**src/rtl/auxch_pkg.sv**
```systemverilog
// Shared definitions for the AUX channel controller.
// Holds the control word field positions and the sequencer state encoding.
package auxch_pkg;
    localparam int AW           = 3;
    localparam int CTL_BUSY     = 31;
    localparam int CTL_DONE     = 30;
    localparam int CTL_IE       = 29;
    localparam int CTL_TO       = 28;
    localparam int CTL_TOSEL    = 27;
    localparam int CTL_RXE      = 26;
    localparam int SIZE_LO      = 20;
    localparam int SIZE_W       = 5;
    localparam int PRE_LO       = 16;
    localparam int PRE_W        = 4;
    localparam int DIV_W        = 11;
    localparam int TICKS_PER_US = 2;

    typedef enum logic [1:0] {S_IDLE, S_SYNC, S_SEND, S_WAIT} seq_state_t;
endpackage

```
**src/rtl/auxch_tick.sv**
```systemverilog
// Bit-clock tick generator.
// While en is high, tick pulses once every div cycles; a divider of 0 acts as 1.
// While en is low, the counter is held at zero, so the first tick comes div cycles after en rises.
module auxch_tick #(
    parameter int DIVW = 11
) (
    input  logic            clk,
    input  logic            rst_n,
    input  logic            en,
    input  logic [DIVW-1:0] div,
    output logic            tick
);
    logic [DIVW-1:0] cnt;
    logic [DIVW-1:0] eff_m1;

    // Last count value before wrap.
    always_comb eff_m1 = (div == '0) ? '0 : div - 1'b1;

    assign tick = en && (cnt == eff_m1);

    // Divider counter.
    always_ff @(posedge clk) begin
        if (!rst_n || !en) cnt <= '0;
        else if (tick)     cnt <= '0;
        else               cnt <= cnt + 1'b1;
    end
endmodule

```
**src/rtl/auxch_databuf.sv**
```systemverilog
// Data window of NWORDS 32-bit words, shared by the request and the reply.
// The bus writes whole words, and only while lock is low.
// The engine writes single bytes; byte index i maps to word i/4, with lane 0 in the top byte.
// Assumes that bus and engine never write in the same cycle, which holds because the engine writes only while locked.
module auxch_databuf #(
    parameter int NWORDS = 5,
    parameter int IW     = 5,
    localparam int NB    = 4 * NWORDS,
    localparam int WW    = (NWORDS > 1) ? $clog2(NWORDS) : 1
) (
    input  logic          clk,
    input  logic          rst_n,
    input  logic          bus_we,
    input  logic [WW-1:0] bus_word,
    input  logic [31:0]   bus_wdata,
    input  logic          lock,
    input  logic          eng_we,
    input  logic [IW-1:0] eng_idx,
    input  logic [7:0]    eng_byte,
    input  logic [WW-1:0] rd_word,
    output logic [31:0]   rd_data,
    input  logic [IW-1:0] tx_idx,
    output logic [7:0]    tx_byte
);
    logic [31:0]   mem [NWORDS];
    logic [WW-1:0] eng_w, tx_w;

    assign eng_w   = WW'(eng_idx >> 2);
    assign tx_w    = WW'(tx_idx >> 2);
    assign rd_data = mem[rd_word];
    assign tx_byte = mem[tx_w][{~tx_idx[1:0], 3'b000} +: 8];

    // Word storage: bus word writes and engine byte writes.
    always_ff @(posedge clk) begin
        if (!rst_n) begin
            for (int i = 0; i < NWORDS; i++) mem[i] <= '0;
        end else begin
            if (bus_we && !lock) mem[bus_word] <= bus_wdata;
            if (eng_we && (int'(eng_idx) < NB))
                mem[eng_w][{~eng_idx[1:0], 3'b000} +: 8] <= eng_byte;
        end
    end


    locked_write_chk: assert property (@(posedge clk) disable iff (!rst_n)
        (bus_we && lock && !eng_we) |=> (mem[$past(bus_word)] == $past(mem[bus_word])));
endmodule

```
**src/rtl/auxch_seq.sv**
```systemverilog
// Exchange sequencer: sync wait, request send, reply collect, then finish.
// Assumes that tx_len, pre_ext and long_to stay constant while busy; the top blocks control writes while busy.
// fin pulses for one cycle, together with its cause flags and the final reply count.
module auxch_seq #(
    parameter int IW          = 5,
    parameter int NB          = 20,
    parameter int PRE_W       = 4,
    parameter int PRE_MIN_US  = 10,
    parameter int PREAMBLE_US = 16,
    parameter int TO_SHORT    = 800,
    parameter int TO_LONG     = 1200,
    localparam int SYNC_MAX   = auxch_pkg::TICKS_PER_US * (PRE_MIN_US + PREAMBLE_US + 2 * ((1 << PRE_W) - 1)),
    localparam int SYNCW      = $clog2(SYNC_MAX + 1),
    localparam int TOW        = $clog2(((TO_LONG > TO_SHORT) ? TO_LONG : TO_SHORT) + 1)
) (
    input  logic             clk,
    input  logic             rst_n,
    input  logic             start,
    input  logic [IW-1:0]    tx_len,
    input  logic [PRE_W-1:0] pre_ext,
    input  logic             long_to,
    input  logic             tick,
    input  logic             sink_ok,
    input  logic             tx_ready,
    input  logic             rx_valid,
    input  logic             rx_end,
    input  logic             rx_err,
    output logic             busy,
    output logic             tx_valid,
    output logic [IW-1:0]    tx_idx,
    output logic             rx_we,
    output logic [IW-1:0]    rx_idx,
    output logic             fin,
    output logic             fin_to,
    output logic             fin_rxe,
    output logic [IW-1:0]    rx_cnt_out
);
    import auxch_pkg::*;

    seq_state_t       state;
    logic [SYNCW-1:0] sync_cnt, sync_last;
    logic [TOW-1:0]   to_cnt, to_last;
    logic [IW-1:0]    rx_cnt, rx_inc;
    logic             abort, to_hit, wait_fin;

    assign busy       = (state != S_IDLE);
    assign tx_valid   = (state == S_SEND);
    assign rx_we      = (state == S_WAIT) && rx_valid;
    assign rx_idx     = rx_cnt;
    assign rx_cnt_out = rx_inc;

    // Window limits taken from the control fields.
    always_comb begin
        sync_last = SYNCW'(TICKS_PER_US * (PRE_MIN_US + PREAMBLE_US) - 1) + SYNCW'({pre_ext, 2'b00});
        to_last   = long_to ? TOW'(TO_LONG - 1) : TOW'(TO_SHORT - 1);
    end

    // Finish causes and the saturating reply count.
    always_comb begin
        rx_inc   = (rx_valid && (rx_cnt != '1)) ? rx_cnt + 1'b1 : rx_cnt;
        abort    = busy && !sink_ok;
        to_hit   = (state == S_WAIT) && !rx_valid && !rx_end && !rx_err && tick && (to_cnt == to_last);
        wait_fin = (state == S_WAIT) && (rx_err || rx_end || to_hit);
        fin      = abort || wait_fin;
        fin_to   = abort || to_hit;
        fin_rxe  = !abort && (state == S_WAIT) &&
                   (rx_err || (rx_end && ((rx_inc == '0) || (int'(rx_inc) > NB))));
    end

    // State and counter updates.
    always_ff @(posedge clk) begin
        if (!rst_n) begin
            state    <= S_IDLE;
            sync_cnt <= '0;
            to_cnt   <= '0;
            tx_idx   <= '0;
            rx_cnt   <= '0;
        end else if (abort) begin
            state <= S_IDLE;
        end else begin
            case (state)
                S_IDLE: if (start) begin
                    state    <= S_SYNC;
                    sync_cnt <= '0;
                    tx_idx   <= '0;
                    rx_cnt   <= '0;
                end
                S_SYNC: if (tick) begin
                    if (sync_cnt == sync_last) begin
                        state  <= (tx_len != '0) ? S_SEND : S_WAIT;
                        to_cnt <= '0;
                    end else begin
                        sync_cnt <= sync_cnt + 1'b1;
                    end
                end
                S_SEND: if (tx_ready) begin
                    tx_idx <= tx_idx + 1'b1;
                    if (tx_idx == tx_len - 1'b1) begin
                        state  <= S_WAIT;
                        to_cnt <= '0;
                    end
                end
                default: begin
                    if (wait_fin) state <= S_IDLE;
                    rx_cnt <= rx_inc;
                    if (rx_valid)  to_cnt <= '0;
                    else if (tick) to_cnt <= to_cnt + 1'b1;
                end
            endcase
        end
    end


    tx_range_chk: assert property (@(posedge clk) disable iff (!rst_n)
        tx_valid |-> (tx_idx < tx_len));

    tx_hold_chk: assert property (@(posedge clk) disable iff (!rst_n)
        (tx_valid && !tx_ready && sink_ok) |=> (tx_valid && $stable(tx_idx)));

    sink_abort_chk: assert property (@(posedge clk) disable iff (!rst_n)
        (busy && !sink_ok) |=> !busy);
endmodule

```
**src/rtl/auxch_ctrl.sv**
```systemverilog
// AUX channel controller top: control/status register, data window, tick generator and sequencer.
// Control writes are ignored while busy. Done, timeout and receive-error are write-one-to-clear.
// The length field holds the request length until completion and the reply count after it.
module auxch_ctrl #(
    parameter int NWORDS         = 5,
    parameter int PRE_MIN_US     = 10,
    parameter int PREAMBLE_US    = 16,
    parameter int TO_SHORT_TICKS = 800,
    parameter int TO_LONG_TICKS  = 1200
) (
    input  logic        clk,
    input  logic        rst_n,
    input  logic        reg_we,
    input  logic [2:0]  reg_addr,
    input  logic [31:0] reg_wdata,
    output logic [31:0] reg_rdata,
    input  logic        sink_ok,
    output logic        tx_valid,
    output logic [7:0]  tx_data,
    input  logic        tx_ready,
    input  logic        rx_valid,
    input  logic [7:0]  rx_data,
    input  logic        rx_end,
    input  logic        rx_err,
    output logic        irq
);
    import auxch_pkg::*;

    localparam int NB = 4 * NWORDS;
    localparam int WW = (NWORDS > 1) ? $clog2(NWORDS) : 1;
    localparam int IW = SIZE_W;

    logic              done_f, ie_f, to_f, tosel_f, rxe_f;
    logic [IW-1:0]     size_f, tx_len, tx_idx, rx_idx, rx_cnt;
    logic [PRE_W-1:0]  pre_f;
    logic [DIV_W-1:0]  div_f;
    logic              busy, tick, ctl_wr, start, data_sel;
    logic              fin, fin_to, fin_rxe, rx_we;
    logic [WW-1:0]     word_sel;
    logic [31:0]       word_rd;

    // Register decode.
    always_comb begin
        data_sel = (reg_addr != '0) && (int'(reg_addr) <= NWORDS);
        word_sel = data_sel ? WW'(reg_addr - 3'd1) : '0;
        ctl_wr   = reg_we && (reg_addr == '0) && !busy;
        start    = ctl_wr && reg_wdata[CTL_BUSY];
        tx_len   = (int'(size_f) > NB) ? IW'(NB) : size_f;
    end

    // Read mux.
    always_comb begin
        if (reg_addr == '0) begin
            reg_rdata = '0;
            reg_rdata[CTL_BUSY]  = busy;
            reg_rdata[CTL_DONE]  = done_f;
            reg_rdata[CTL_IE]    = ie_f;
            reg_rdata[CTL_TO]    = to_f;
            reg_rdata[CTL_TOSEL] = tosel_f;
            reg_rdata[CTL_RXE]   = rxe_f;
            reg_rdata[SIZE_LO +: SIZE_W] = size_f;
            reg_rdata[PRE_LO +: PRE_W]   = pre_f;
            reg_rdata[DIV_W-1:0]         = div_f;
        end else begin
            reg_rdata = data_sel ? word_rd : '0;
        end
    end

    // Control/status register and completion capture.
    always_ff @(posedge clk) begin
        if (!rst_n) begin
            done_f <= 1'b0; ie_f <= 1'b0; to_f <= 1'b0; tosel_f <= 1'b0; rxe_f <= 1'b0;
            size_f <= '0; pre_f <= '0; div_f <= '0; irq <= 1'b0;
        end else begin
            irq <= fin && ie_f;
            if (fin) begin
                done_f <= 1'b1;
                to_f   <= to_f | fin_to;
                rxe_f  <= rxe_f | fin_rxe;
                size_f <= rx_cnt;
            end else if (ctl_wr) begin
                ie_f    <= reg_wdata[CTL_IE];
                tosel_f <= reg_wdata[CTL_TOSEL];
                size_f  <= reg_wdata[SIZE_LO +: SIZE_W];
                pre_f   <= reg_wdata[PRE_LO +: PRE_W];
                div_f   <= reg_wdata[DIV_W-1:0];
                done_f  <= done_f & ~reg_wdata[CTL_DONE];
                to_f    <= to_f & ~reg_wdata[CTL_TO];
                rxe_f   <= rxe_f & ~reg_wdata[CTL_RXE];
            end
        end
    end

    auxch_tick #(.DIVW(DIV_W)) tick_i (
        .clk(clk), .rst_n(rst_n), .en(busy), .div(div_f), .tick(tick)
    );

    auxch_databuf #(.NWORDS(NWORDS), .IW(IW)) buf_i (
        .clk(clk), .rst_n(rst_n),
        .bus_we(reg_we && data_sel), .bus_word(word_sel), .bus_wdata(reg_wdata), .lock(busy),
        .eng_we(rx_we), .eng_idx(rx_idx), .eng_byte(rx_data),
        .rd_word(word_sel), .rd_data(word_rd),
        .tx_idx(tx_idx), .tx_byte(tx_data)
    );

    auxch_seq #(
        .IW(IW), .NB(NB), .PRE_W(PRE_W), .PRE_MIN_US(PRE_MIN_US), .PREAMBLE_US(PREAMBLE_US),
        .TO_SHORT(TO_SHORT_TICKS), .TO_LONG(TO_LONG_TICKS)
    ) seq_i (
        .clk(clk), .rst_n(rst_n), .start(start), .tx_len(tx_len), .pre_ext(pre_f),
        .long_to(tosel_f), .tick(tick), .sink_ok(sink_ok), .tx_ready(tx_ready),
        .rx_valid(rx_valid), .rx_end(rx_end), .rx_err(rx_err),
        .busy(busy), .tx_valid(tx_valid), .tx_idx(tx_idx), .rx_we(rx_we), .rx_idx(rx_idx),
        .fin(fin), .fin_to(fin_to), .fin_rxe(fin_rxe), .rx_cnt_out(rx_cnt)
    );


    done_idle_chk: assert property (@(posedge clk) disable iff (!rst_n)
        $rose(done_f) |-> !busy);

    to_done_chk: assert property (@(posedge clk) disable iff (!rst_n)
        $rose(to_f) |-> done_f);

    rxe_done_chk: assert property (@(posedge clk) disable iff (!rst_n)
        $rose(rxe_f) |-> done_f);

    irq_cause_chk: assert property (@(posedge clk) disable iff (!rst_n)
        irq |-> (done_f && ie_f));
endmodule

```
**config.mk**
```make
export PLATFORM = sky130hd
export DESIGN_NAME = auxch_ctrl
export DESIGN_NICKNAME = d
export VERILOG_FILES = /design/src/rtl/auxch_pkg.sv /design/src/rtl/auxch_tick.sv /design/src/rtl/auxch_databuf.sv /design/src/rtl/auxch_seq.sv /design/src/rtl/auxch_ctrl.sv
export SDC_FILE = /design/constraint.sdc
export NUM_CORES = 1
export LEC_CHECK = 0
export BUFFER_PORTS_ARGS = -buffer_cell sky130_fd_sc_hd__buf_2
export CORE_MARGIN = 2
export CORE_UTILIZATION = 60
export CTS_BUF_LIST = sky130_fd_sc_hd__clkbuf_8
export DETAILED_ROUTE_END_ITERATION = 16
export GPL_ROUTABILITY_DRIVEN = 0
export GPL_TIMING_DRIVEN = 0
export PLACE_DENSITY = 0.88
export SYNTH_ARGS = -nofsm -noshare
export SYNTH_HDL_FRONTEND = slang
export SYNTH_SLANG_ARGS = --single-unit
```
**constraint.sdc**
```tcl
create_clock -name clk -period 5.71 [get_ports clk]
set_input_delay 1.142 -clock clk [delete_from_list [all_inputs] [get_ports clk]]
set_output_delay 1.142 -clock clk [all_outputs]
set_load 0.03 [all_outputs]
```
==> flow_metrics.py <==
metrics = {
    "logic_synthesis": {
        "netlist_instances": 1565,
        "async_flop_share": 0,
        "synthTopCellsByArea": "edfxtp_1, mux4_2, dfxtp_1",
        "synth-main-ff-cell": "edfxtp_1",
        "syn_area_um2": 17900,
        "yosysTopAreaCellShare": 0.429,
        "synth_seq_cells": 326,
        "synthDistinctLibCells": 73,
        "yosysTopAreaCell": "edfxtp_1",
        "ys_warn_count": 0,
        "ys_seq_area_frac": 0.507,
        "synth-edff-count": 256,
        "syn_nets": 1636,
        "avgSynthCellArea_um2": 11.5,
    },
    "cts": {
        "cts_made_buffers": 52,
        "cts_num_sinks": 326,
        "clk_latency_ns": 0.63,
        "cts_tree": "yes",
        "cts.htree.levels": 2,
        "post_cts_buffers": 0,
        "ctsRootBufferMaster": "clkbuf_8",
        "clk_transition_reported_paths_ns": 0.06,
        "clockBufferDepth": 3,
    },
    "worst_setup_path": {
        "critPathSlowestCell": "buf_2",
        "crit_chain": "buf_2 > clkbuf_4 > clkbuf_4 > clkbuf_4 > inv_1 > ha_1 > nor2b_1 > o21bai_2 > nor2_1 > buf_2 > clkbuf_2 > o221ai_1 > a22o_1 > buf_2",
        "timing_worst_setup_path_type": "in2out",
        "end_kind": "output port",
        "worst_path_dominant_cell_family": "buffers and inverters",
        "cpPeakStageDelay_ns": 0.39,
        "crit_arrival_ns": 4.52,
        "cp_max_fo": 10,
        "r2r_setup_slack_ns": 1.42,
        "crit_buf_inv": 8,
        "start_kind": "input pin",
        "required_ns": 4.57,
    },
    "sta": {
        "slew_viol_final": 0,
        "layout_setup_ws_ns": 0.0484,
        "period_needed_ns": 5.66,
        "slew_headroom": 0.152,
        "setup_viol": 0,
        "fin_worst_skew_ns": 0.0365,
        "hold_violations": 0,
        "fin_crit_sh": 0.992,
        "fmax_mhz": 177,
        "fin_hold_ws_ns": 0.490,
        "worst_slew_pin_slew_ns": 1.27,
        "tns_ns": 0,
    },
    "layout": {
        "diodes": 0,
        "layout.nets": 1782,
        "syn2layout_area_growth_pct": 11.5,
        "ff_latch_area_um2": 9090,
        "design_area_um2": 20000,
        "multi_input_area_um2": 8210,
        "utilization": 0.676,
        "num-fill-cells": 2069,
        "drive_gt1_frac": 0.179,
        "instances_no_fill": 2145,
    },
    "placement": {
        "dp_hpwl_mm": 42.3,
        "pre_cts_slack_ns": -1.58,
        "placed_cells": 2047,
        "placed_cell_area_um2": 18900,
        "io_buffer_count": 92,
    },
    "floorplan": {
        "dieArea_um2": 31300,
        "core-area_um2": 29600,
        "io_pins": 93,
        "rows": 63,
        "die_w_um": 177,
        "initial_core_util": 0.607,
        "die_h_um": 177,
    },
    "route": {
        "dr.first_iter.drc_count": 3342,
        "vias": 15346,
        "wl_met1_mm": 19.2,
        "postRouteAntennaNets": 0,
        "first_pass_iters": 9,
        "wire_per_inst_um": 27.7,
        "via_per_inst": 7.15,
        "dr_wl_met2_mm": 25.4,
        "post-route-drc-count": 0,
        "wl_mm": 59.3,
        "topRoutingLayerUsed": "met5",
        "wl_met3_mm": 9.62,
    },
    "global_routing": {
        "grt_max_degree": 14,
        "grt_pass1_vias": 14854,
        "globalRouteOverflowTotal": 0,
        "grt_usage": 0.383,
        "antenna_found_initial": 0,
        "grt_pass1_wl_mm": 87.9,
    },
    "power_and_ir_drop": {
        "peakVddDrop_v": 0.000201,
        "finalPower_mw": 5.74,
        "power.density_nw_per_um2": 287,
        "leakage_nw": 7.43,
    },
    "worst_hold_path": {
        "worstHoldPathType": "reg2reg",
    },
    "outcome": {
        "outcome": "finished, final reports clean",
    },
    "job": {
        "cap_violations": 0,
    },
}
cell families after synthesis:
kind of cell | share of synthesized area
muxes | 0.163
and+or+nand+nor | 0.152
DFF | 0.507
adders and majority gates | 0.0139
xor gates and xnor gates | 0.0181
buffers and inverters | 0.0361
AOI/OAI and AO/OA | 0.110
worst reg2reg max path, stage by stage (launching register included):
cell,delay (ns)
dfxtp_1,0.29
buf_2,0.17
inv_1,0.08
ha_1,0.14
buf_2,0.19
or4b_1,0.45
buf_2,0.18
nor4_1,0.31
a311oi_1,0.08
a2111oi_0,0.68
nand4b_2,0.37
nor3_2,0.44
nor4_1,0.09
buf_2,0.24
buf_4,0.25
mux2i_1,0.13
nor2b_1,0.15
power by group:
| group | leakage, nW | switching, mW | internal (mW) |
|---|---|---|---|
| logic | 3.77 | 0.695 | 0.336 |
| clock network | 0.572 | 0.997 | 1.01 |
| registers | 3.08 | 0.0561 | 2.64 |
what timing repair did:
item | CTS | global route
hold buffers | 0 | 0
pin swaps | 0 | 0
hold endpoints to repair | 0 | 0
endpoints found under the setup margin | 64 | 32
gates resized for setup | 36 | 22
area by class of cell:
cell class,count,share of cell area
Sequential cell,326,0.455
Multi-Input combinational cell,1071,0.411
Clock buffer,57,0.0392
Buffer,119,0.0273
Tap cell,390,0.0244
Timing Repair Buffer,92,0.0230
Clock inverter,41,0.0116
Inverter,49,0.00920
per-layer routing:
| metal | up-vias | track usage |
|---|---|---|
| met2 | 1558 | 0.571 |
| li1 | 6243 | - |
| met3 | 371 | 0.129 |
| met1 | 7172 | 0.475 |
| met4 | 2 | 0.250 |
| met5 | - | 0.0128 |
synthesized netlist by cell type, types with 4 or more instances:
cell / number
and2_1: 4
nor4_1: 8
o221ai_1: 52
xnor2_1: 16
mux2i_1: 92
clkbuf_1: 93
inv_1: 49
nand2b_1: 6
a21o_1: 4
and3_1: 45
mux2_2: 18
a21oi_1: 111
a22o_1: 26
nand3_1: 22
a31oi_1: 7
a21boi_1: 6
or4_1: 9
o21ai_0: 20
o31ai_1: 5
nor3_1: 11
o2bb2ai_1: 4
buf_2: 5
xor2_1: 21
nor3b_1: 58
or2_2: 4
ha_1: 20
mux4_2: 80
edfxtp_1: 256
or3_1: 11
nand2_1: 78
buf_1: 19
nand4_1: 13
dfxtp_1: 70
nor2b_1: 29
nor2_1: 223
o211ai_1: 6
placed cells by master, fill, tap and decap left out, types with 52 or more instances in the layout:
master	Yosys	layout
inv_1	49	62
a21oi_1	111	111
nor2_1	223	222
mux4_2	80	80
clkbuf_8	0	60
dfxtp_1	70	70
mux2i_1	92	92
edfxtp_1	256	256
o221ai_1	52	52
nand2_1	78	78
buf_2	5	104
nor3b_1	58	58
clkbuf_1	93	76
sequential cells by signal, summed over array words and instances, names as in the netlist, named ones only:
signal          flops
buf_i.mem         256
div_f              11
done_f              1
ie_f                1
irq                 1
pre_f               4
rxe_f               1
seq_i.rx_idx        5
seq_i.state         2
seq_i.sync_cnt      7
seq_i.to_cnt       11
seq_i.tx_idx        5
size_f              5
tick_i.cnt         11
to_f                1
tosel_f             1
final timing paths:
| path | startpoint | to | cells past startpoint |
|---|---|---|---|
| setup / recovery | reg_addr[0] | reg_rdata[21] | 14 |
| hold / removal | seq_i.to_cnt[0]$_SDFFE_PN0P_ | seq_i.to_cnt[0]$_SDFFE_PN0P_ | 2 |
| setup reg to reg | div_f[0]$_SDFFE_PN0P_ | div_f[5]$_SDFFE_PN0P_ | 16 |
| hold reg to reg | seq_i.to_cnt[0]$_SDFFE_PN0P_ | seq_i.to_cnt[0]$_SDFFE_PN0P_ | 2 |
No activity file was read; power rests on OpenSTA's default activity.
